[config.mk]
export PLATFORM = sky130hd
export DESIGN_NAME = rtc_alarm_match
export DESIGN_NICKNAME = d
export VERILOG_FILES = /design/src/rtl/rtc_alarm_pkg.sv /design/src/rtl/rtc_alarm_regs.sv /design/src/rtl/rtc_alarm_cmp.sv /design/src/rtl/rtc_alarm_event.sv /design/src/rtl/rtc_alarm_match.sv
export SDC_FILE = /design/constraint.sdc
export NUM_CORES = 1
export LEC_CHECK = 0
export BUFFER_PORTS_ARGS = -buffer_cell sky130_fd_sc_hd__buf_2
export CAP_MARGIN = 20
export CORE_ASPECT_RATIO = 0.6
export CORE_MARGIN = 4
export CORE_UTILIZATION = 54
export CTS_CLUSTER_DIAMETER = 120
export DETAILED_ROUTE_END_ITERATION = 16
export PLACE_DENSITY = 0.8
export SLEW_MARGIN = 20
export SYNTH_ARGS = -nofsm -noshare
export SYNTH_HDL_FRONTEND = slang
export SYNTH_HIERARCHICAL = 1
export SYNTH_SLANG_ARGS = --single-unit
[constraint.sdc]
create_clock -name clk -period 2.03 [get_ports clk]
set_clock_uncertainty 0.2 [all_clocks]
set_input_delay 0.1015 -clock clk [delete_from_list [all_inputs] [get_ports clk]]
set_output_delay 0.1015 -clock clk [all_outputs]
set_load 0.01 [all_outputs]
[src/rtl/rtc_alarm_pkg.sv]
package rtc_alarm_pkg;
    localparam int FIELD_W    = 8;
    localparam int NUM_FIELDS = 6;
    localparam int ADDR_W     = 4;
    localparam int CTRL_W     = NUM_FIELDS + 1;

    localparam logic [ADDR_W-1:0] ADR_CTRL = '0;
    localparam logic [ADDR_W-1:0] ADR_PEND = ADDR_W'(NUM_FIELDS + 1);

    // field index 0 = seconds ... 5 = year
    typedef logic [NUM_FIELDS-1:0][FIELD_W-1:0] cal_t;

    typedef struct packed {
        logic [NUM_FIELDS-1:0] fld_en;   // bits CTRL_W-1..1
        logic                  glb_en;   // bit 0
    } ctrl_t;

    function automatic logic fld_match(input logic en,
                                       input logic [FIELD_W-1:0] a,
                                       input logic [FIELD_W-1:0] b);
        return !en || (a == b);
    endfunction
endpackage

[src/rtl/rtc_alarm_regs.sv]
module rtc_alarm_regs
    import rtc_alarm_pkg::*;
(
    input  logic               clk,
    input  logic               rst,
    input  logic               wr_en,
    input  logic [ADDR_W-1:0]  addr,
    input  logic [FIELD_W-1:0] wdata,
    input  logic               pending,
    output ctrl_t              ctrl,
    output cal_t               alm,
    output logic               pend_clr,
    output logic [FIELD_W-1:0] rdata
);
    always_ff @(posedge clk) begin
        if (rst) begin
            ctrl <= '0;
        end else if (wr_en && addr == ADR_CTRL) begin
            ctrl <= ctrl_t'(wdata[CTRL_W-1:0]);
        end
    end

    for (genvar i = 0; i < NUM_FIELDS; i++) begin : g_alm
        always_ff @(posedge clk) begin
            if (rst) begin
                alm[i] <= '0;
            end else if (wr_en && addr == ADDR_W'(i + 1)) begin
                alm[i] <= wdata;
            end
        end
    end

    assign pend_clr = wr_en && (addr == ADR_PEND) && wdata[0];

    always_comb begin
        rdata = '0;
        if (addr == ADR_CTRL) begin
            rdata = {{(FIELD_W-CTRL_W){1'b0}}, ctrl};
        end else if (addr == ADR_PEND) begin
            rdata = {{(FIELD_W-1){1'b0}}, pending};
        end
        for (int i = 0; i < NUM_FIELDS; i++) begin
            if (addr == ADDR_W'(i + 1)) begin
                rdata = alm[i];
            end
        end
    end
endmodule

[src/rtl/rtc_alarm_cmp.sv]
module rtc_alarm_cmp
    import rtc_alarm_pkg::*;
(
    input  ctrl_t ctrl,
    input  cal_t  alm,
    input  cal_t  cur,
    output logic  hit
);
    logic [NUM_FIELDS-1:0] ok;

    for (genvar i = 0; i < NUM_FIELDS; i++) begin : g_cmp
        assign ok[i] = fld_match(ctrl.fld_en[i], alm[i], cur[i]);
    end

    assign hit = ctrl.glb_en && (|ctrl.fld_en) && (&ok);
endmodule

[src/rtl/rtc_alarm_event.sv]
module rtc_alarm_event (
    input  logic clk,
    input  logic rst,
    input  logic hit,
    input  logic pend_clr,
    input  logic glb_en,
    output logic pending,
    output logic irq
);
    logic hit_q;
    logic fire;

    assign fire = hit && !hit_q;

    always_ff @(posedge clk) begin
        if (rst) begin
            hit_q   <= 1'b0;
            pending <= 1'b0;
        end else begin
            hit_q <= hit;
            if (fire) begin
                pending <= 1'b1;
            end else if (pend_clr) begin
                pending <= 1'b0;
            end
        end
    end

    assign irq = pending && glb_en;
endmodule

[src/rtl/rtc_alarm_match.sv]
module rtc_alarm_match
    import rtc_alarm_pkg::*;
(
    input  logic               clk,
    input  logic               rst,
    input  logic               wr_en,
    input  logic [ADDR_W-1:0]  addr,
    input  logic [FIELD_W-1:0] wdata,
    output logic [FIELD_W-1:0] rdata,
    input  logic [FIELD_W-1:0] t_sec,
    input  logic [FIELD_W-1:0] t_min,
    input  logic [FIELD_W-1:0] t_hour,
    input  logic [FIELD_W-1:0] t_day,
    input  logic [FIELD_W-1:0] t_mon,
    input  logic [FIELD_W-1:0] t_year,
    output logic               irq
);
    ctrl_t ctrl;
    cal_t  alm;
    cal_t  cur;
    logic  pend_clr;
    logic  pending;
    logic  hit;

    assign cur = {t_year, t_mon, t_day, t_hour, t_min, t_sec};

    rtc_alarm_regs u_regs (
        .clk(clk), .rst(rst), .wr_en(wr_en), .addr(addr), .wdata(wdata),
        .pending(pending), .ctrl(ctrl), .alm(alm), .pend_clr(pend_clr),
        .rdata(rdata)
    );

    rtc_alarm_cmp u_cmp (
        .ctrl(ctrl), .alm(alm), .cur(cur), .hit(hit)
    );

    rtc_alarm_event u_evt (
        .clk(clk), .rst(rst), .hit(hit), .pend_clr(pend_clr),
        .glb_en(ctrl.glb_en), .pending(pending), .irq(irq)
    );
endmodule

==> results of run 1 <==
==> tightest hold or removal path, delay by kind of cell <==
family          cells  cell delay (ns)
compound gates      1             0.14
buf+inv             1             0.14
simple gates        3             0.26
==> final cells by class <==
cell class / count / area, um2 / area share [%]
tap: 80 / 100 / 2.44
inverter: 2 / 7.51 / 0.183
timing repair buffer: 102 / 626 / 15.3
sequential: 57 / 1140 / 27.8
clock buffer: 11 / 131 / 3.21
clock inverter: 5 / 128 / 3.11
multi-input combinational: 298 / 1970 / 48.0
==> synthesized netlist by cell type, drive strengths merged <==
cell	number
nor4	1
and2	1
or3	1
mux2i	40
a211oi	2
o221ai	5
a21boi	1
o21ai	7
a311oi	1
buf	16
xnor2	48
a22oi	6
a31oi	1
a2bb2oi	7
o311ai	1
nand2b	5
clkbuf	8
nor3	8
nand4	12
and3	2
inv	2
a21oi	32
nor3b	2
nor2b	7
o22ai	8
nand2	37
a221oi	1
or4	1
nor2	35
nand3	25
mux2	1
dfxtp	57
==> where the power goes <==
group / internal, mW / switching, mW
clock network: 0.941 / 0.472
logic: 0.169 / 0.215
registers: 1.13 / 0.0151
==> worst max path at each step <==
| stage | slack (ns) | cells past startpoint | to | from |
|---|---|---|---|---|
| floorplan | 0.49 | 5 | u_evt/pending | u_regs/ctrl[6] |
| global placement | 0.11 | 7 | u_evt/pending | u_regs/alm[17] |
| detailed placement | 0.05 | 7 | u_evt/pending | u_regs/alm[18] |
| CTS | 0.03 | 7 | u_evt/pending | u_regs/alm[18] |
| global route | -0.001 | 7 | u_evt/pending | u_regs/alm[18] |
| finish | 0.09 | 7 | u_evt/pending | u_regs/alm[18] |
==> per-stage QoR <==
stage / hold WS [ns] / instances / instance area (um2) / power [mW] / TNS, ns
after floorplan: -0.0361 / 381 / 3230 / 1.36 / 0
after detailed placement: 0.118 / 529 / 3730 / 1.53 / 0
final: 0.142 / 555 / 4100 / 2.94 / 0
after global routing: 0.181 / 555 / 4100 / 3.04 / -0.00138
after CTS: 0.111 / 555 / 4090 / 2.94 / 0
after global placement: 0.113 / 529 / 3730 / 1.52 / 0
==> kinds of logic after synthesis <==
kind of cell / after synthesis / share of synthesized area (%)
compound gates: 72 / 14.1
xor+xnor: 48 / 13.0
buf+inv: 26 / 4.22
flops: 57 / 35.3
mux: 41 / 12.7
simple gates: 137 / 20.6
==> state kept, by name, summed over array words and instances (netlist names) <==
register and flops:
u_regs/ctrl 7, u_evt/pending 1, u_regs/alm 48, u_evt/hit_q 1
==> per-layer routing <==
metal	track usage (%)	share of wire (%)	vias up
met5	0	0	-
met1	43.3	44	1586
met2	49.4	43	222
li1	-	-	1526
met3	7.63	11	31
met4	12.4	2.0	0
==> cell usage in the layout, fill, tap and decap left out, types with 2 or more instances in the layout <==
| cell type | count |
|---|---|
| buf_4 | 20 |
| o22ai_1 | 8 |
| nand2_1 | 37 |
| nand3_1 | 24 |
| xnor2_1 | 48 |
| nor2b_1 | 6 |
| dlygate4sd3_1 | 10 |
| mux2i_1 | 40 |
| clkbuf_1 | 2 |
| nor2_1 | 34 |
| nor3_1 | 8 |
| and3_1 | 2 |
| a22oi_1 | 6 |
| buf_2 | 71 |
| a21oi_1 | 31 |
| dfxtp_1 | 57 |
| a211oi_1 | 2 |
| nand2b_1 | 5 |
| o21ai_0 | 6 |
| bufinv_16 | 4 |
| a2bb2oi_1 | 7 |
| clkbuf_8 | 9 |
| o221ai_1 | 5 |
| nand4_1 | 12 |
==> what timing repair did <==
item / 4_1_cts / 5_1_grt
hold buffers: 10 / 0
resized for setup: 0 / 3
endpoints found under the hold margin: 52 / 0
setup endpoints to repair: 0 / 4
==> qor.csv, run 1 <==
metric,value,unit
grt_first_pass_wirelength,17.1,mm
ys_top_cells_by_area,"dfxtp_1 (35%), xnor2_1 (13%), mux2i_1 (12%)",
clk_pin_slew,0.07,ns
finalHoldViolCount,0,
syn_avg_cell_area,8.48,um2
clock-sinks,57,
fin_util,72.2,%
insertion_delay,0.34,ns
area_delta_synth_final,26.9,%
maxCapViolations,0,
vias,3365,
hp-start,wr_en,
worst_ep_required_time,2.10,ns
grt_max_degree,57,
finalWirelength,11.1,mm
hp-class,in -> reg,
tightest_slew,0.382,ns
worst_setup_path_end_kind,register,
path_buf_inv,0,
r2r_cells,7,
min_to,u_evt/pending,
ys_ff_latch,57,
period_share,95.4,%
core,0.00568,mm2
hpwl,7.84,mm
reg2reg_slack,0.09,ns
cts_setup_buffers,0,
critPathArrivalTime,2.01,ns
finalCriticalPeriod,1.94,ns
ys_seq_area_share,35.3,%
fillers,472,
ant_nets,0,
powerDensity,718,mW/mm2
grt_use_total,31.9,%
hold_path_depth,5,
vias_per_cell,6.06,
overflow,0,
critical_path.top_delay_family,simple AND/OR/NAND/NOR gates,
slew_headroom,74.5,%
die_x,108,um
peakVddDrop,521,uV
synth_area,0.00323,mm2
slew_violations,0,
rows,21,
crit_slowest_cell,dfxtp_1,
routabilityCongestion,0.926,
portBuffers,71,
critical_path.cell_chain,xnor2_1 > nand4_1 > o21ai_1 > nand3_1 > nor3_1 > nand2b_1 > a21oi_2,
antenna_found_initial,0,
crit_fanout,3,
finalSetupViolCount,0,
r2r-start,u_regs/alm[18],
synth_largest_area_cell,dfxtp_1,
clockBufferDepth,2,
start_kind,register,
fmax,516,MHz
ys_types,40,
yosysWarningCount,6,
synth_top_area_share,35.3,%
drc,0,
syn_inst,381,
finalWorstSetupSlack,0.0929,ns
initial_core_util,56.9,%
syn-num-nets,444,
die-area,0.00732,mm2
first_pass_iters,5,
cts_tree,built,
root_buffer,clkbuf_8,
cts_made_buffers,9,
wl_per_cell,19.9,um
criticalPathCategory,reg -> reg,
rr_endpoint,u_evt/pending,
ioPinCount,72,
dr.first_iter.drc_count,369,
first_global_vias,3178,
drive_gt1_share,24.4,%
leakagePower,1.55,nW
nets,533,
dp_slack,0.0458,ns
critPathMaxStageDelay,0.38,ns
htree_levels,3,
die-height,67.9,um
status,"complete, no violations",
diodes,0,
(Power assumes the default switching activity.)
==> inputs of run 2 (changes only) <==
--- a/config.mk
+++ b/config.mk
@@ -7,7 +7,7 @@
 export LEC_CHECK = 0
 export BUFFER_PORTS_ARGS = -buffer_cell sky130_fd_sc_hd__buf_2
 export CAP_MARGIN = 20
-export CORE_ASPECT_RATIO = 0.6
+export CORE_ASPECT_RATIO = 1.5
 export CORE_MARGIN = 4
 export CORE_UTILIZATION = 54
 export CTS_CLUSTER_DIAMETER = 120
==> constraint.sdc (replaced) <==
create_clock -name clk -period 2.03 [get_ports clk]
set_clock_uncertainty 0.2 [all_clocks]
set_input_delay 0.203 -clock clk [delete_from_list [all_inputs] [get_ports clk]]
set_output_delay 0.203 -clock clk [all_outputs]
set_load 0.01 [all_outputs]
==> qor.csv, run 2 (synthesis gave the netlist of run 1 again) <==
metric,value,unit,change
cts_hold_buf,0,,was 10
nets,522,,was 533
tns,0,ns,unchanged
clk_pin_slew,0.06,ns,was 0.07 ns
fmax,510,MHz,was 516 MHz
drc,0,,unchanged
largest_reg_flops,48,,unchanged
vias_per_cell,5.99,,was 6.06
ioPinCount,72,,unchanged
first_pass_iters,5,,unchanged
dp_slack,0.0641,ns,was 0.0458 ns
regMostFlops,u_regs/alm,,unchanged
first_global_vias,3115,,was 3178
initial_core_util,55.8,%,was 56.9%
critical_path.top_delay_family,flip-flops,,was simple AND/OR/NAND/NOR gates
insertion_delay,0.34,ns,about the same
path_buf_inv,1,,was 0
grt_max_degree,58,,was 57
critical_path.cell_chain,mux2i_1 > nor2_1 > a21oi_1 > a211oi_1 > buf_2,,was xnor2_1 > nand4_1 > o21ai_1 > nand3_1 > nor3_1 > nand2b_1 > a21oi_2
crit_slowest_cell,dfxtp_1,,unchanged
clock-sinks,57,,unchanged
finalWirelength,10.1,mm,was 11.1 mm
maxCapViolations,0,,unchanged
cts_made_buffers,9,,unchanged
hpwl,7.56,mm,was 7.84 mm
fillers,504,,was 472
drive_gt1_share,25.1,%,was 24.4%
htree_levels,3,,unchanged
dr.first_iter.drc_count,280,,was 369
clockBufferDepth,2,,unchanged
tightest_slew,0.586,ns,was 0.382 ns
rsz0062_at_grt,false,,
critPathMaxStageDelay,0.39,ns,was 0.38 ns
fin_total_pwr,2.55,mW,was 2.94 mW
worst_setup_path_end_kind,output port,,was register
powerDensity,648,mW/mm2,was 718 mW/mm2
die-area,0.00731,mm2,was 0.00732 mm2
hp-class,in -> reg,,unchanged
routabilityCongestion,0.991,,was 0.926
criticalPathCategory,reg -> out,,was reg -> reg
root_buffer,clkbuf_8,,unchanged
grt_first_pass_wirelength,15.7,mm,was 17.1 mm
area_delta_synth_final,21.7,%,was 26.9%
status,"complete, no violations",,unchanged
finalCriticalPeriod,1.96,ns,was 1.94 ns
peakVddDrop,494,uV,was 521 uV
vias,3202,,was 3365
period_share,96.5,%,was 95.4%
ant_nets,0,,unchanged
wl_per_cell,18.8,um,was 19.9 um
finalSetupViolCount,0,,unchanged
slew_violations,0,,unchanged
grt_use_total,28.2,%,was 31.9%
core,0.00579,mm2,was 0.00568 mm2
reg_top3,"u_regs/alm (48), u_regs/ctrl (7)",,unchanged
die-height,103,um,was 67.9 um
crit_fanout,3,,unchanged
leakagePower,1.48,nW,was 1.55 nW
cts_tree,built,,unchanged
critPathArrivalTime,1.56,ns,was 2.01 ns
mostFrequentLayoutCells,"buf_2 (70), dfxtp_1 (55), xnor2_1 (48), mux2i_1 (40), nand2_1 (37)",,"was buf_2 (71), dfxtp_1 (57), xnor2_1 (48), mux2i_1 (40), nand2_1 (37)"
finalHoldViolCount,0,,unchanged
rows,34,,was 21
place_area,0.00372,mm2,was 0.00373 mm2
diodes,0,,unchanged
final_common_cell,buf_2,,unchanged
die_x,71.2,um,was 108 um
antenna_found_initial,0,,unchanged
finalWorstSetupSlack,0.0708,ns,was 0.0929 ns
slew_headroom,60.9,%,was 74.5%
start_kind,register,,unchanged
overflow,0,,unchanged
stdcell_area,0.00393,mm2,was 0.00410 mm2
worst_ep_required_time,1.63,ns,was 2.10 ns
portBuffers,71,,unchanged
[run 2: per-stage QoR]
step | instances | hold slack (ns) | utilization (%)
after floorplan | 381 | 0.0654 | -
after global placement | 520 | 0.281 | 64.3
after detailed placement | 520 | 0.287 | 64.3
after CTS | 535 | 0.00598 | 67.7
after global routing | 535 | 0.0242 | 68.0
final | 535 | 0.0274 | 68.0
[run 2: where the power goes]
| group | switching (mW) | internal (mW) |
|---|---|---|
| sequential | 0.0166 | 1.13 |
| combinational | 0.194 | 0.156 |
| clock | 0.427 | 0.623 |
| total | 0.638 | 1.91 |
[run 2: cell type report]
cell class	instances	area, um2	area share (%)
clock buffers	12	155	3.95
repair buffers	91	533	13.6
inverters	2	7.51	0.191
multi-input cells	298	1960	49.9
clock inverters	3	40.0	1.02
flip-flops and latches	57	1140	29.1
well taps	72	90.1	2.29
[run 2: metal layers]
metal / vias to the layer above / wire, um / track usage, %
met5: - / 0 / 0
met3: 34 / 789 / 3.22
met4: 0 / 538 / 19.7
li1: 1509 / - / -
met2: 173 / 5100 / 49.7
met1: 1486 / 3660 / 31.3
[run 2: worst paths after layout]
| kind | from | slack [ns] | endpoint | cells after the start |
|---|---|---|---|---|
| setup / recovery | u_regs/alm[15] | 0.07 | rdata[7] | 5 |
| hold / removal | wdata[3] | 0.03 | u_regs/alm[11] | 3 |
| setup reg to reg | u_regs/alm[41] | 0.19 | u_evt/pending | 7 |
| hold reg to reg | u_regs/alm[8] | 0.29 | u_regs/alm[8] | 2 |
[run 2: what timing repair did]
item / CTS / global route
setup endpoints to repair: 0 / 5
buffers inserted: 0 / 0
gates resized for setup: 0 / 5
[run 2: tightest hold or removal path, cell delays in order]
cell and delay, ns:
buf_2 0.17, nand3_1 0.09, a21oi_1 0.05
==> inputs of run 3 (changes only) <==
--- a/config.mk
+++ b/config.mk
@@ -13,6 +13,7 @@
 export CTS_CLUSTER_DIAMETER = 120
 export DETAILED_ROUTE_END_ITERATION = 16
 export PLACE_DENSITY = 0.8
+export REMOVE_ABC_BUFFERS = 1
 export SLEW_MARGIN = 20
 export SYNTH_ARGS = -nofsm -noshare
 export SYNTH_HDL_FRONTEND = slang
==> qor.csv, run 3 (synthesis gave the netlist of run 1 again) <==
metric,value,unit,change
clockBufferDepth,2,,unchanged
hp-class,in -> reg,,unchanged
hpwl,7.72,mm,was 7.56 mm
grt_use_total,28.2,%,about the same
vias_per_cell,5.96,,was 5.99
antenna_found_initial,0,,unchanged
powerDensity,676,mW/mm2,was 648 mW/mm2
cts_setup_buffers,0,,unchanged
cts_hold_buf,0,,unchanged
portBuffers,71,,unchanged
mostFrequentLayoutCells,"buf_2 (71), dfxtp_1 (57), xnor2_1 (48), mux2i_1 (40), nand2_1 (37)",,"was buf_2 (70), dfxtp_1 (55), xnor2_1 (48), mux2i_1 (40), nand2_1 (37)"
fmax,512,MHz,was 510 MHz
worst_ep_required_time,1.63,ns,about the same
clock-sinks,57,,unchanged
critical_path.top_delay_family,compound AO/OA/AOI/OAI gates,,was flip-flops
cts_tree,built,,unchanged
tightest_slew,0.381,ns,was 0.586 ns
largest_reg_flops,48,,unchanged
path_depth,5,,unchanged
root_buffer,clkbuf_8,,unchanged
hp-start,wdata[3],,unchanged
status,"complete, no violations",,unchanged
worst_setup_path_end_kind,output port,,unchanged
fin_cells,541,,was 535
htree_levels,3,,unchanged
r2r-start,u_regs/alm[46],,was u_regs/alm[41]
regMostFlops,u_regs/alm,,unchanged
grt_max_degree,58,,unchanged
routabilityCongestion,0.970,,was 0.991
crit_fanout,3,,unchanged
diodes,0,,unchanged
maxCapViolations,0,,unchanged
wl_per_cell,18.8,um,about the same
ctsResizeCount,0,,unchanged
rows,34,,unchanged
leakagePower,1.52,nW,was 1.48 nW
drc,0,,unchanged
first_global_vias,3102,,was 3115
die-area,0.00731,mm2,unchanged
grt_first_pass_wirelength,15.6,mm,was 15.7 mm
first_pass_iters,6,,was 5
finalSetupViolCount,0,,unchanged
finalWirelength,10.2,mm,was 10.1 mm
cp-startpoint,u_regs/alm[8],,was u_regs/alm[15]
slew_violations,0,,unchanged
final_common_cell,buf_2,,unchanged
tns,0,ns,unchanged
crit_slowest_cell,dfxtp_1,,unchanged
finalHoldViolCount,0,,unchanged
start_kind,register,,unchanged
reg2reg_slack,0.13,ns,was 0.19 ns
cp-endpoint,rdata[0],,was rdata[7]
peakVddDrop,1000,uV,was 494 uV
ant_nets,0,,unchanged
ioPinCount,72,,unchanged
critPathArrivalTime,1.55,ns,was 1.56 ns
nets,527,,was 522
period_share,96.2,%,was 96.5%
slew_headroom,74.3,%,was 60.9%
critical_path.cell_chain,mux2i_1 > a311oi_1 > a2bb2oi_1 > a21oi_1 > buf_2,,was mux2i_1 > nor2_1 > a21oi_1 > a211oi_1 > buf_2
reg_top3,"u_regs/alm (48), u_regs/ctrl (7)",,unchanged
die-height,103,um,unchanged
rr_endpoint,u_evt/pending,,unchanged
core,0.00579,mm2,unchanged
rsz0062_at_grt,false,,unchanged
drive_gt1_share,25.6,%,was 25.1%
clk_pin_slew,0.07,ns,was 0.06 ns
dp.cells,525,,was 520
area_delta_synth_final,23.9,%,was 21.7%
overflow,0,,unchanged
vias,3222,,was 3202
r2r_cells,7,,unchanged
criticalPathCategory,reg -> out,,unchanged
insertion_delay,0.34,ns,about the same
initial_core_util,55.8,%,unchanged
finalCriticalPeriod,1.95,ns,was 1.96 ns
path_buf_inv,1,,unchanged
dr.first_iter.drc_count,278,,was 280
cts_made_buffers,9,,unchanged
critPathMaxStageDelay,0.40,ns,was 0.39 ns
die_x,71.2,um,unchanged
==> run 3: cell count changes in the layout (fill, tap and decap cells not counted), moves of 2 or more <==
cell     change
dfxtp_2      -2
o21ai_1      +2
o21ai_0      -2
dfxtp_1      +2
buf_4        +4
==> run 3: metrics by stage <==
step           cell area, um2  setup slack, ns  util [%]  power (mW)  hold slack [ns]
2_1_floorplan            3100          -0.0391         -        1.32           0.0654
3_3_place_gp             3770            0.105      65.2        1.52            0.276
3_5_place_dp             3770            0.123      65.2        1.52            0.285
4_1_cts                  4000           0.0556      69.2        2.72           0.0129
5_1_grt                  4000          0.00179      69.2        2.80           0.0308
6_report                 4000           0.0776      69.2        2.71           0.0280
==> run 3: worst min-delay path, cell delays in order <==
cell and delay (ns):
buf_2 0.17, nand3_1 0.09, a21oi_1 0.05
==> run 3: worst min-delay path by stage <==
stage,to,cells past startpoint
final,u_regs/alm[11],3
after global routing,u_regs/alm[11],3
after CTS,u_regs/alm[11],3
after detailed placement,u_regs/alm[12],2
after global placement,u_regs/alm[14],2
after floorplan,u_evt/pending,1
==> run 3: power by group <==
part	internal, mW	switching, mW
Combinational	0.161	0.197
Sequential	1.13	0.0153
Clock	0.753	0.447
Total	2.05	0.659
==> run 3: layout make-up <==
type                       count  area (um2)
timing repair buffer          96         581
fill                         516        1780
inverter                       2        7.51
sequential                    57        1140
tap                           72        90.1
clock inverter                 5        77.6
clock buffer                  11         151
multi-input combinational    298        1950
==> run 3: per-layer routing <==
metal  up-vias  GRT usage (%)  share of wire [%]  wire (um)
met5         -              0                  0          0
met4         0           18.7                5.4        546
met3        36           6.83                7.1        723
met2       152           47.1                 49       5020
met1      1519           31.8                 38       3880
li1       1515              -                  -          -
